`src/rtl/pw_pkg.sv`:
```
package pw_pkg;

  typedef enum logic [1:0] {
    PH_IDLE   = 2'd0,
    PH_COMMIT = 2'd1,
    PH_SETTLE = 2'd2
  } phase_e;

  // Advance only the in-page bits of an address, keeping the row.
  function automatic logic [15:0] step_in_page(logic [15:0] a, int unsigned page_w);
    logic [15:0] m;
    m = 16'((32'd1 << page_w) - 32'd1);
    return (a & ~m) | ((a + 16'd1) & m);
  endfunction

  // Number of distinct positions touched by n bytes in a page.
  function automatic int unsigned touched(int unsigned n, int unsigned page_bytes);
    return (n > page_bytes) ? page_bytes : n;
  endfunction

endpackage

```
`src/rtl/pw_addr_ctr.sv`:
```
module pw_addr_ctr #(
  parameter int ADDR_W = 8,
  parameter int PAGE_W = 3
) (
  input  logic              clk,
  input  logic              rst_n,
  input  logic              load,
  input  logic [ADDR_W-1:0] load_val,
  input  logic              step,
  output logic [ADDR_W-1:0] addr
);
  import pw_pkg::*;

  always_ff @(posedge clk) begin
    if (!rst_n) begin
      addr <= '0;
    end else if (load) begin
      addr <= load_val;
    end else if (step) begin
      addr <= ADDR_W'(step_in_page(16'(addr), PAGE_W));
    end
  end

  AST_ROW_FIXED: assert property (@(posedge clk) disable iff (!rst_n)
    (step && !load) |=> (addr[ADDR_W-1:PAGE_W] == $past(addr[ADDR_W-1:PAGE_W])));

endmodule

```
`src/rtl/pw_page_buf.sv`:
```
module pw_page_buf #(
  parameter int PAGE_W = 3,
  parameter int DATA_W = 8,
  localparam int PAGE_BYTES = 1 << PAGE_W
) (
  input  logic                  clk,
  input  logic                  rst_n,
  input  logic                  wr,
  input  logic [PAGE_W-1:0]     wr_pos,
  input  logic [DATA_W-1:0]     wr_data,
  input  logic                  clr,
  input  logic [PAGE_W-1:0]     rd_pos,
  output logic [DATA_W-1:0]     rd_data,
  output logic [PAGE_BYTES-1:0] mask
);

  logic [PAGE_BYTES-1:0][DATA_W-1:0] slot_q;

  always_ff @(posedge clk) begin
    if (!rst_n) begin
      slot_q <= '0;
      mask   <= '0;
    end else begin
      for (int i = 0; i < PAGE_BYTES; i++) begin
        if (clr) begin
          mask[i] <= 1'b0;
        end else if (wr && (wr_pos == PAGE_W'(i))) begin
          mask[i]   <= 1'b1;
          slot_q[i] <= wr_data;
        end
      end
    end
  end

  assign rd_data = slot_q[rd_pos];

  AST_MASK_HOLD: assert property (@(posedge clk) disable iff (!rst_n)
    (!wr && !clr) |=> $stable(mask));

endmodule

```
`src/rtl/pw_commit_timer.sv`:
```
module pw_commit_timer #(
  parameter int CYCLE_CLKS = 500000,
  parameter int PAGE_W     = 3,
  localparam int PAGE_BYTES = 1 << PAGE_W,
  localparam int CNT_W      = $clog2(CYCLE_CLKS + 1),
  localparam int LAST       = CYCLE_CLKS - 1
) (
  input  logic              clk,
  input  logic              rst_n,
  input  logic              start,
  input  logic              en_in,
  output logic              busy,
  output logic              en_lat,
  output logic              slot_vld,
  output logic [PAGE_W-1:0] slot,
  output logic              done
);
  import pw_pkg::*;

  phase_e           phase_q;
  logic [CNT_W-1:0] cnt_q;

  always_ff @(posedge clk) begin
    if (!rst_n) begin
      phase_q <= PH_IDLE;
      cnt_q   <= '0;
      en_lat  <= 1'b0;
    end else begin
      unique case (phase_q)
        PH_IDLE: begin
          if (start) begin
            phase_q <= PH_COMMIT;
            cnt_q   <= '0;
            en_lat  <= en_in;
          end
        end
        PH_COMMIT: begin
          cnt_q <= cnt_q + 1'b1;
          if (cnt_q == CNT_W'(PAGE_BYTES - 1)) phase_q <= PH_SETTLE;
        end
        PH_SETTLE: begin
          if (cnt_q == CNT_W'(LAST)) begin
            phase_q <= PH_IDLE;
            cnt_q   <= '0;
          end else begin
            cnt_q <= cnt_q + 1'b1;
          end
        end
        default: phase_q <= PH_IDLE;
      endcase
    end
  end

  assign busy     = (phase_q != PH_IDLE);
  assign slot_vld = (phase_q == PH_COMMIT);
  assign slot     = cnt_q[PAGE_W-1:0];
  assign done     = (phase_q == PH_SETTLE) && (cnt_q == CNT_W'(LAST));

  AST_START_BUSY: assert property (@(posedge clk) disable iff (!rst_n)
    (start && !busy) |=> busy);
  AST_CNT_RANGE: assert property (@(posedge clk) disable iff (!rst_n)
    busy |-> (cnt_q <= CNT_W'(LAST)));
  AST_COMMIT_WINDOW: assert property (@(posedge clk) disable iff (!rst_n)
    slot_vld |-> (cnt_q < CNT_W'(PAGE_BYTES)));
  AST_ENLAT_HOLD: assert property (@(posedge clk) disable iff (!rst_n)
    (busy && $past(busy)) |-> $stable(en_lat));

endmodule

```
`src/rtl/pw_page_commit.sv`:
```
module pw_page_commit #(
  parameter int ADDR_W     = 8,
  parameter int CYCLE_CLKS = 500000,
  localparam int PAGE_W    = 3,
  localparam int DATA_W    = 8
) (
  input  logic              clk,
  input  logic              rst_n,
  input  logic              addr_stb,
  input  logic [ADDR_W-1:0] addr_byte,
  input  logic              data_stb,
  input  logic [DATA_W-1:0] data_byte,
  input  logic              stop_stb,
  input  logic              prog_en,
  input  logic              bidir_mode,
  output logic              busy,
  output logic [ADDR_W-1:0] cur_addr,
  output logic              arr_we,
  output logic [ADDR_W-1:0] arr_addr,
  output logic [DATA_W-1:0] arr_wdata
);
  localparam int PAGE_BYTES = 1 << PAGE_W;

  // Named internal events
  logic                  protect;
  logic                  accept;
  logic                  load_evt;
  logic                  byte_evt;
  logic                  keep_evt;
  logic                  stop_evt;
  logic                  start_evt;
  logic                  done;
  logic                  buf_clr;
  logic                  en_lat;
  logic                  slot_vld;
  logic [PAGE_W-1:0]     slot;
  logic [PAGE_BYTES-1:0] mask;
  logic [DATA_W-1:0]     slot_data;

  assign protect   = bidir_mode && !prog_en;
  assign accept    = !busy;
  assign load_evt  = accept && addr_stb;
  assign byte_evt  = accept && data_stb && !addr_stb;
  assign keep_evt  = byte_evt && !protect;
  assign stop_evt  = accept && stop_stb && !addr_stb && !data_stb;
  assign start_evt = stop_evt && (|mask) && !protect;
  assign buf_clr   = load_evt || (stop_evt && !start_evt) || done;

  pw_addr_ctr #(.ADDR_W(ADDR_W), .PAGE_W(PAGE_W)) u_addr (
    .clk      (clk),
    .rst_n    (rst_n),
    .load     (load_evt),
    .load_val (addr_byte),
    .step     (byte_evt),
    .addr     (cur_addr)
  );

  pw_page_buf #(.PAGE_W(PAGE_W), .DATA_W(DATA_W)) u_buf (
    .clk     (clk),
    .rst_n   (rst_n),
    .wr      (keep_evt),
    .wr_pos  (cur_addr[PAGE_W-1:0]),
    .wr_data (data_byte),
    .clr     (buf_clr),
    .rd_pos  (slot),
    .rd_data (slot_data),
    .mask    (mask)
  );

  pw_commit_timer #(.CYCLE_CLKS(CYCLE_CLKS), .PAGE_W(PAGE_W)) u_tmr (
    .clk      (clk),
    .rst_n    (rst_n),
    .start    (start_evt),
    .en_in    (prog_en),
    .busy     (busy),
    .en_lat   (en_lat),
    .slot_vld (slot_vld),
    .slot     (slot),
    .done     (done)
  );

  assign arr_we    = slot_vld && en_lat && mask[slot];
  assign arr_addr  = {cur_addr[ADDR_W-1:PAGE_W], slot};
  assign arr_wdata = slot_data;

  AST_WE_IN_BUSY: assert property (@(posedge clk) disable iff (!rst_n)
    arr_we |-> busy);
  AST_IGNORE_BUSY: assert property (@(posedge clk) disable iff (!rst_n)
    busy |=> $stable(cur_addr));
  AST_PROT_IDLE: assert property (@(posedge clk) disable iff (!rst_n)
    (protect && !busy) |=> !busy);
  AST_EMPTY_STOP: assert property (@(posedge clk) disable iff (!rst_n)
    (stop_evt && (mask == '0)) |=> !busy);

endmodule

```
`config.mk`:
```
export PLATFORM = sky130hd
export DESIGN_NAME = pw_page_commit
export DESIGN_NICKNAME = d
export VERILOG_FILES = /design/src/rtl/pw_pkg.sv /design/src/rtl/pw_addr_ctr.sv /design/src/rtl/pw_page_buf.sv /design/src/rtl/pw_commit_timer.sv /design/src/rtl/pw_page_commit.sv
export SDC_FILE = /design/constraint.sdc
export NUM_CORES = 1
export LEC_CHECK = 0
export BUFFER_PORTS_ARGS = -buffer_cell sky130_fd_sc_hd__buf_2
export CORE_ASPECT_RATIO = 0.6
export CORE_MARGIN = 8
export CORE_UTILIZATION = 55
export CTS_CLUSTER_SIZE = 20
export DETAILED_ROUTE_END_ITERATION = 16
export GPL_ROUTABILITY_DRIVEN = 0
export HOLD_SLACK_MARGIN = 0.08
export MAX_ROUTING_LAYER = met4
export PLACE_DENSITY_LB_ADDON = 0.05
export SLEW_MARGIN = 10
export SYNTH_ARGS = -nofsm -noshare
export SYNTH_HDL_FRONTEND = slang
export SYNTH_SLANG_ARGS = --single-unit
export TNS_END_PERCENT = 1
```
`constraint.sdc`:
```
create_clock -name clk -period 2.9 [get_ports clk]
set_input_delay 0.725 -clock clk [delete_from_list [all_inputs] [get_ports clk]]
set_output_delay 0.725 -clock clk [all_outputs]
set_load 0.02 [all_outputs]
```
; After elaboration in Yosys (flattened, before gate mapping)
; Index checks and enable logic that the tools add are counted.
[totals]
in_bits = 23
regBits = 102
[op_classes]
muxes = 13
bitwise_logic = 3
n_reduce_logical = 48
order_cmp = 1
n_addsub = 2
eq_ne = 14
[op_table]
columns = op, n
row1 = $pmux 19 s3, 1
row2 = $mux 19, 2
row3 = $bmux 8 s3, 1
row4 = $mux 8, 3
row5 = $logic_and 1x1->1, 22
row6 = $reduce_and 2->1, 10
row7 = $add 19x1->19 const B, 1
row8 = $eq 19x19->1 const B, 1
row9 = $eq 19x3->1 const B, 1
row10 = $eq 3x3->1 const B, 4
row11 = $or 8x3->8, 1
row12 = $reduce_or 8->1, 1
row13 = $eq 3x2->1 const B, 2
row14 = $logic_not 1->1, 6
row15 = $mux 2, 3
row16 = $pmux 2 s3, 1
row17 = $lt 3x4->1 const B, 1
row18 = $ne 2x2->1 const B, 2
row19 = $reduce_bool 2->1, 2
row20 = $add 3x1->3 const B, 1
row21 = $bmux 1 s3, 1
row22 = $eq 3x1->1 const B, 1
row23 = $logic_not 3->1, 1
row24 = $reduce_and 3->1, 1
row25 = other kinds (9), 11

; Logic depth before layout (Yosys ltp)
; Gate-level depths: netlist (run 1).
[depth]
word_depth = 13
depth_mapped = 9
ltp_nobuf = 7

; Modules after synthesis
; Synthesis (run 1) repeated with hierarchy kept, for this count alone.
[unflattened]
cells_unflattened = 507
hier_area_um2 = 5003.5
[by_module_without_submodules]
columns = mod, area_each_um2, seq_area_each_um2, instances, cells_each
row1 = pw_page_buf, 3166.8, 1441.4, 1, 287
row2 = pw_commit_timer, 1303.8, 440.4, 1, 166
row3 = pw_addr_ctr, 354.1, 160.2, 1, 31
row4 = pw_page_commit, 178.9, 0.0, 1, 23

; Worst setup path before layout (run 1)
; OpenSTA, ideal clock, no wires.
[synth_timing]
path_kind = register to output
startpoint = register u_tmr.cnt_q[0]
endpoint = output arr_wdata[1]
t_required_ps = 2175
t_arrival_ps = 1712
path_buffers = 1
slack_ps = 463
stages_incl_launch_ff = 4
cell_sequence = dfxtp_1 -> clkbuf_1 -> mux4_2 -> mux2_2
[synth_via]
elab_chain_cells = 2
[synth_lines]
columns = item, line_no
row1 = "start, declared", pw_commit_timer.sv:21  ; logic [CNT_W-1:0] cnt_q;
row2 = "start signal, assigned", pw_commit_timer.sv:38  ; cnt_q <= cnt_q + 1'b1;
row3 = "start signal, assigned", pw_commit_timer.sv:46  ; cnt_q <= cnt_q + 1'b1;
row4 = $bmux 8 s3, pw_page_buf.sv:35  ; assign rd_data = slot_q[rd_pos];
row5 = $mux 8 (implied by the code), pw_page_buf.sv:35
row6 = "end, declared", pw_page_commit.sv:20  ; output logic [DATA_W-1:0] arr_wdata
; Every way passes these cells. The select of a mux whose other input is x is not followed.

; Worst setup path after layout (run 1)
[layout_timing]
startpoint = register u_tmr.cnt_q[0]
endpoint = output arr_wdata[2]
; Same word-level chain as after synthesis.

==> run metrics, run 1 <==
pre-CTS WS=0.3360 ns; Die W=140.1 um; Max FO, Critical Path=14; Initial Util=55.94%; I/O pin count=49; Seq/Total Area, Yosys=about two fifths; Routed Wire Length=12.11 mm; setup ws final=0.1454 ns; GR Util All Layers=19.77%; drt first pass iters=4; count leader, synth=dfxtp_1; Post-Synthesis Cells=521; Root Driver=clkbuf_16; P_leak=2.303 nW; combinational fraction of design power=23.1%; Post-synth EDFFs=0; crit path kind=flip-flop to output pin; sw power=1.107 mW; Setup Buffers After CTS=0; Synth area leader=dfxtp_1; CP required=about 2.2 ns; Least-Margin Pin Slew=0.6296 ns; post-layout minimum cycle time=2.755 ns; first-pass GRT wire length=19.81 mm; Worst-path clk slew=around 0.060 ns; switching share of power=31.46%; DR vias/cell=5.912; number of global-route vias before repair=3816; Die Y=90.47 um; layout net count=589; Seq cells post-synth=102; RSZ-0062 raised after global routing=no; port bufs=48; WP data arrival=2.03 ns; Main synth FF type=dfxtp_1; clk sinks=between 100 and 150; Tcrit/Tclk final=~95%; largest net degree at the start of global routing=31; DRC=0; share of cells above drive strength 1=around a fifth; worst r2r path cells=7; total design power=roughly 3.5 mW; post-route setup TNS=0 ns; Final Max Slew Viols=0; CORE AREA=9087 sq um; run status=completed; Critical Path Sink Type=output pin; CTS resizes=0; Antenna Nets Post-Route=0; Final setup violation count=0; initial antenna violation count=0; Area contributors post-synth=dfxtp_1 (40%), mux2i_1 (13%), mux4_2 (8.0%); top cell type's share of synthesized area=roughly two fifths; antenna fix cells=0; worst r2r dst=u_tmr.cnt_q[7]; DRT iter0 DRCs=318; ys async rst share=0%; Bufs on Longest Clock Path=2; Mapped Nets=556; max-cap violations=0; die footprint=12680 sq um; Post-Syn Area per Cell=9.757 sq um; Synth Warn #=0; DPL Wire Length=8.523 mm; pwr dens=about 620 nW/um^2; worst reg2reg path startpoint=u_tmr.phase_q[1]; grt total ovfl=0; via count=about 4000; peak supply drop=roughly 400 uV; Post-Syn Area=5084 sq um; R2R setup slack=0.44 ns; internal power=2.412 mW; num rows=27; Clock power frac=34.0%; FMAX=0.3630 GHz; CP endpoint=arr_wdata[2]; synth cell count leaders=dfxtp_1 (102), nand2_1 (99), mux2i_1 (66), a21oi_1 (26), nor2_1 (23); Worst setup SP type=flip-flop; area grow syn2layout=10.88%; Synth cell types=50; Final Skew=0.007771 ns; clk_lat worst skew=0.34 ns; Max-Slew Margin vs Limit=56.94%; Fin. Hold Viols=0; CTS buffer count=9; crit path launch=u_tmr.cnt_q[0]; H-Tree Depth=3; HP Class=flip-flop to flip-flop; CTS tree=built; wire length per cell=approximately 18 um; sequential share of power=42.9%; CTS Hold Bufs=0
## metal layers
layer  track usage (%)  share of wire (%)
met5                 -                  0
met4             4.852               0.59
met3             4.222                5.1
met2             27.22                 42
met1             28.57                 52
## cells by family (layout without fill, tap and decap cells)
logic type | Yosys count | in the layout | synth area share [%]
AO/OA/AOI/OAI | 74 | 74 | 9.870
buffers and inverters | 50 | 87 | 5.070
AND/OR/NAND/NOR | 186 | 186 | 18.34
flip-flops | 102 | 102 | 40.17
multiplexers | 92 | 92 | 22.74
XOR/XNOR | 5 | 5 | 0.8614
adder cells (fa/ha/maj) | 12 | 12 | 2.953
## how the worst min path moves through the flow
stage / from / cells after the start / end / slack [ns]
after floorplan: u_buf.slot_q[48] / 2 / u_buf.slot_q[48] / 0.43
after global placement: u_buf.slot_q[45] / 2 / u_buf.slot_q[45] / 0.44
after detailed placement: u_buf.slot_q[51] / 2 / u_buf.slot_q[51] / 0.45
after CTS: u_buf.slot_q[54] / 2 / u_buf.slot_q[54] / 0.46
after global routing: u_buf.slot_q[54] / 2 / u_buf.slot_q[54] / 0.47
final: u_buf.slot_q[51] / 2 / u_buf.slot_q[51] / 0.46
## placed cells by master (no fill, tap or decap), types with 6 or more instances in the layout
cell	Yosys	final
dfxtp_1	102	102
nand2_1	99	99
mux2i_1	66	66
buf_2	5	48
a21oi_1	26	26
nor2_1	23	23
mux4_2	18	18
nand3_1	13	13
inv_1	12	12
o211ai_1	12	12
ha_1	12	12
buf_4	9	12
or4_1	10	10
clkbuf_16	0	9
mux2_2	8	8
o31ai_1	7	7
o21ai_0	6	6
## power groups by stage
| stage | Combinational [mW] | Sequential (mW) | Clock, mW |
|---|---|---|---|
| 2_1_floorplan | 0.575 | 1.56 | 0 |
| 3_3_place_gp | 0.790 | 1.54 | 0 |
| 3_5_place_dp | 0.807 | 1.54 | 0 |
| 4_1_cts | 0.812 | 1.51 | 1.22 |
| 5_1_grt | 0.892 | 1.52 | 1.26 |
| 6_report | 0.814 | 1.51 | 1.20 |
## flip-flops by register name (all words and copies together) (netlist names)
signal,cells
u_tmr.cnt_q,19
u_buf.mask,8
u_tmr.phase_q,2
u_buf.slot_q,64
u_addr.addr,8
u_tmr.en_lat,1
## area by class of cell
type | count | area, sq um
Clock buffer | 11 | 242.7
Clock inverter | 4 | 47.55
Fill cell | 767 | 3451
Inverter | 12 | 45.04
Multi-Input combinational cell | 369 | 2784
Sequential cell | 102 | 2042
Tap cell | 116 | 145.1
Timing Repair Buffer | 60 | 330.3
## per-stage QoR
step                std cells  util (%)  hold WS (ns)  cell area (sq um)
floorplan                 521         -        0.4315               5084
detailed placement        659     58.83        0.4483               5346
global route              674     62.03        0.4681               5637
CTS                       674     62.03        0.4581               5637
global placement          659     58.83        0.4389               5346
finish                    674     62.03        0.4564               5637
## worst max-delay path: stages (launching register included)
cell and delay (ns):
dfxtp_1 0.36, buf_4 0.30, mux4_2 0.57, mux2_2 0.29
buf_2 0.16
Note: power is estimated with default switching activity, not from simulation.
==> run 2: changes to the inputs <==
--- a/config.mk
+++ b/config.mk
@@ -8,10 +8,10 @@
 export BUFFER_PORTS_ARGS = -buffer_cell sky130_fd_sc_hd__buf_2
 export CORE_ASPECT_RATIO = 0.6
 export CORE_MARGIN = 8
-export CORE_UTILIZATION = 55
+export CORE_UTILIZATION = 53
 export CTS_CLUSTER_SIZE = 20
 export DETAILED_ROUTE_END_ITERATION = 16
-export GPL_ROUTABILITY_DRIVEN = 0
+export GPL_ROUTABILITY_DRIVEN = 1
 export HOLD_SLACK_MARGIN = 0.08
 export MAX_ROUTING_LAYER = met4
 export PLACE_DENSITY_LB_ADDON = 0.05
==> constraint.sdc (replaced) <==
create_clock -name clk -period 2.45 [get_ports clk]
set_input_delay 0.6125 -clock clk [delete_from_list [all_inputs] [get_ports clk]]
set_output_delay 0.6125 -clock clk [all_outputs]
set_load 0.02 [all_outputs]
==> run 2 against run 1 <==
The run now ends with negative setup slack left. Highest routed layer unchanged. Clock power up 35%. Cell area grew 4.9%. Critical path depth did not move. Sequential share of layout area fell by 1.6 points. Core utilization rose by 1.9 points. Die area up 3.2%.
==> run metrics, run 2 (synthesis gave the netlist of run 1 again) <==
Max FO, Critical Path=7; Worst-path clk slew=0.06 ns; Clock power frac=36.4%; Final Max Slew Viols=0; wire length per cell=17.74 um; GPL Wtd Cong=0.8527; Fin. Hold Viols=0; port bufs=48; Final setup violation count=3; Least-Margin Pin Slew=around 0.59 ns; RSZ-0062 raised after global routing=yes; first-pass GRT wire length=20.53 mm; CP required=1.84 ns; number of global-route vias before repair=4018; CTS buffer count=9; Critical Path Sink Type=output pin; initial antenna violation count=0; Final Skew=0.01406 ns; Max-Slew Margin vs Limit=60.44%; setup ws final=-0.01498 ns; total design power=~4.5 mW; pwr dens=753.5 nW/um^2; most frequent cells in the layout=dfxtp_1 (101), nand2_1 (99), mux2i_1 (66); fin cells=701; largest net degree at the start of global routing=31; antenna fix cells=0; Die W=~140 um; drt first pass iters=5; internal power=3.105 mW; combinational fraction of design power=23.4%; run status=finished, violations left; via count=around 4100; DRT met1 WL=6.227 mm; WP data arrival=between 1.5 and 2 ns; Initial Util=54.92%; Largest regs=u_buf.slot_q x64, u_tmr.cnt_q x19; Die Y=91.86 um; highest routing layer actually used=met4; Bufs on Longest Clock Path=2; clk sinks=102; sw power=1.351 mW; die footprint=13080 sq um; placed insts=684; sequential share of power=40.2%; layout net count=around 600; largest register by flop count=u_buf.slot_q; crit path kind=flip-flop to output pin; clk_lat worst skew=roughly 0.35 ns; Worst setup SP type=flip-flop; failing checks=negative setup slack; met2 WL=5.301 mm; share of cells above drive strength 1=22.59%; number of flip-flops in the largest register=64; P_leak=2.411 nW; DRT iter0 DRCs=between 400 and 500; DR vias/cell=5.829; Antenna Nets Post-Route=0; max-cap violations=0; DPL Wire Length=8.689 mm; area grow syn2layout=16.32%; DR WL met3=a little over 800 um; num rows=27; CTS tree=built; Tcrit/Tclk final=100.6%; peak supply drop=422.8 uV; GR Util All Layers=20.13%; post-layout minimum cycle time=about 2.5 ns; commonest non-fill, non-tap cell in the layout=dfxtp_1; grt total ovfl=0; I/O pin count=a little under 50; Root Driver=clkbuf_16; CORE AREA=9256 sq um; H-Tree Depth=3; FMAX=0.4057 GHz; Core Util, Final=63.88%; DRC=0; Routed Wire Length=approximately 12 mm; switching share of power=30.31%; HP Class=flip-flop to flip-flop
run 2: cell count changes in the layout (fill, tap and decap cells not counted), moves of 2 or more:
cell,change
buf_12,+3
buf_2,-6
buf_4,+9
buf_6,+6
bufinv_16,+2
mux2_2,-5
mux2_4,+5
run 2: final cells by class:
type | count | area, sq um
tap | 130 | 162.7
multi-input combinational | 369 | 2803
sequential | 102 | 2046
clock buffer | 9 | 225.2
inverter | 12 | 45.04
timing repair buffer | 73 | 520.5
clock inverter | 6 | 111.4
fill | 803 | 3343
run 2: what timing repair did:
| item | CTS | global route |
|---|---|---|
| endpoints found under the hold margin | 0 | 0 |
| gates resized for setup | 6 | 19 |
| hold buffers | 0 | 0 |
| gates cloned | 0 | 1 |
| buffers inserted | 0 | 1 |
| endpoints found under the setup margin | 8 | 8 |
run 2: power groups by stage:
stage	clock network, mW	logic, mW	registers, mW
6_report	1.62	1.04	1.79
5_1_grt	1.72	1.15	1.80
4_1_cts	1.65	1.03	1.79
3_5_place_dp	0	1.02	1.82
3_3_place_gp	0	0.993	1.82
2_1_floorplan	0	0.680	1.85
run 2: worst max-delay path, stage by stage (launching register included):
cell,delay [ns]
dfxtp_4,0.41
buf_12,0.15
mux4_2,0.52
mux2_4,0.29
buf_6,0.13
run 2: routing by layer:
metal,global-route usage (%),vias up
met1,27.39,1993
met3,6.156,11
li1,-,1976
met5,-,-
met4,4.573,0
met2,28.65,106
run 2: worst paths after layout:
check                         from                to  slack, ns  cells past startpoint
setup reg to reg    u_tmr.cnt_q[0]  u_buf.slot_q[12]       0.10                      6
setup / recovery    u_tmr.cnt_q[0]      arr_wdata[6]      -0.01                      4
hold reg to reg   u_buf.slot_q[50]  u_buf.slot_q[50]       0.46                      2
hold / removal    u_buf.slot_q[50]  u_buf.slot_q[50]       0.46                      2
run 2: per-stage QoR:
stage	setup TNS (ns)	instance area, sq um	hold slack (ns)	worst slack, ns
after floorplan	0	5084	0.4315	0.1251
after global placement	0	5459	0.4388	0.08398
after detailed placement	0	5459	0.4514	0.01445
after CTS	-0.05310	5816	0.4607	-0.02896
after global routing	-0.3404	5913	0.4825	-0.05527
final	-0.02656	5913	0.4587	-0.01498
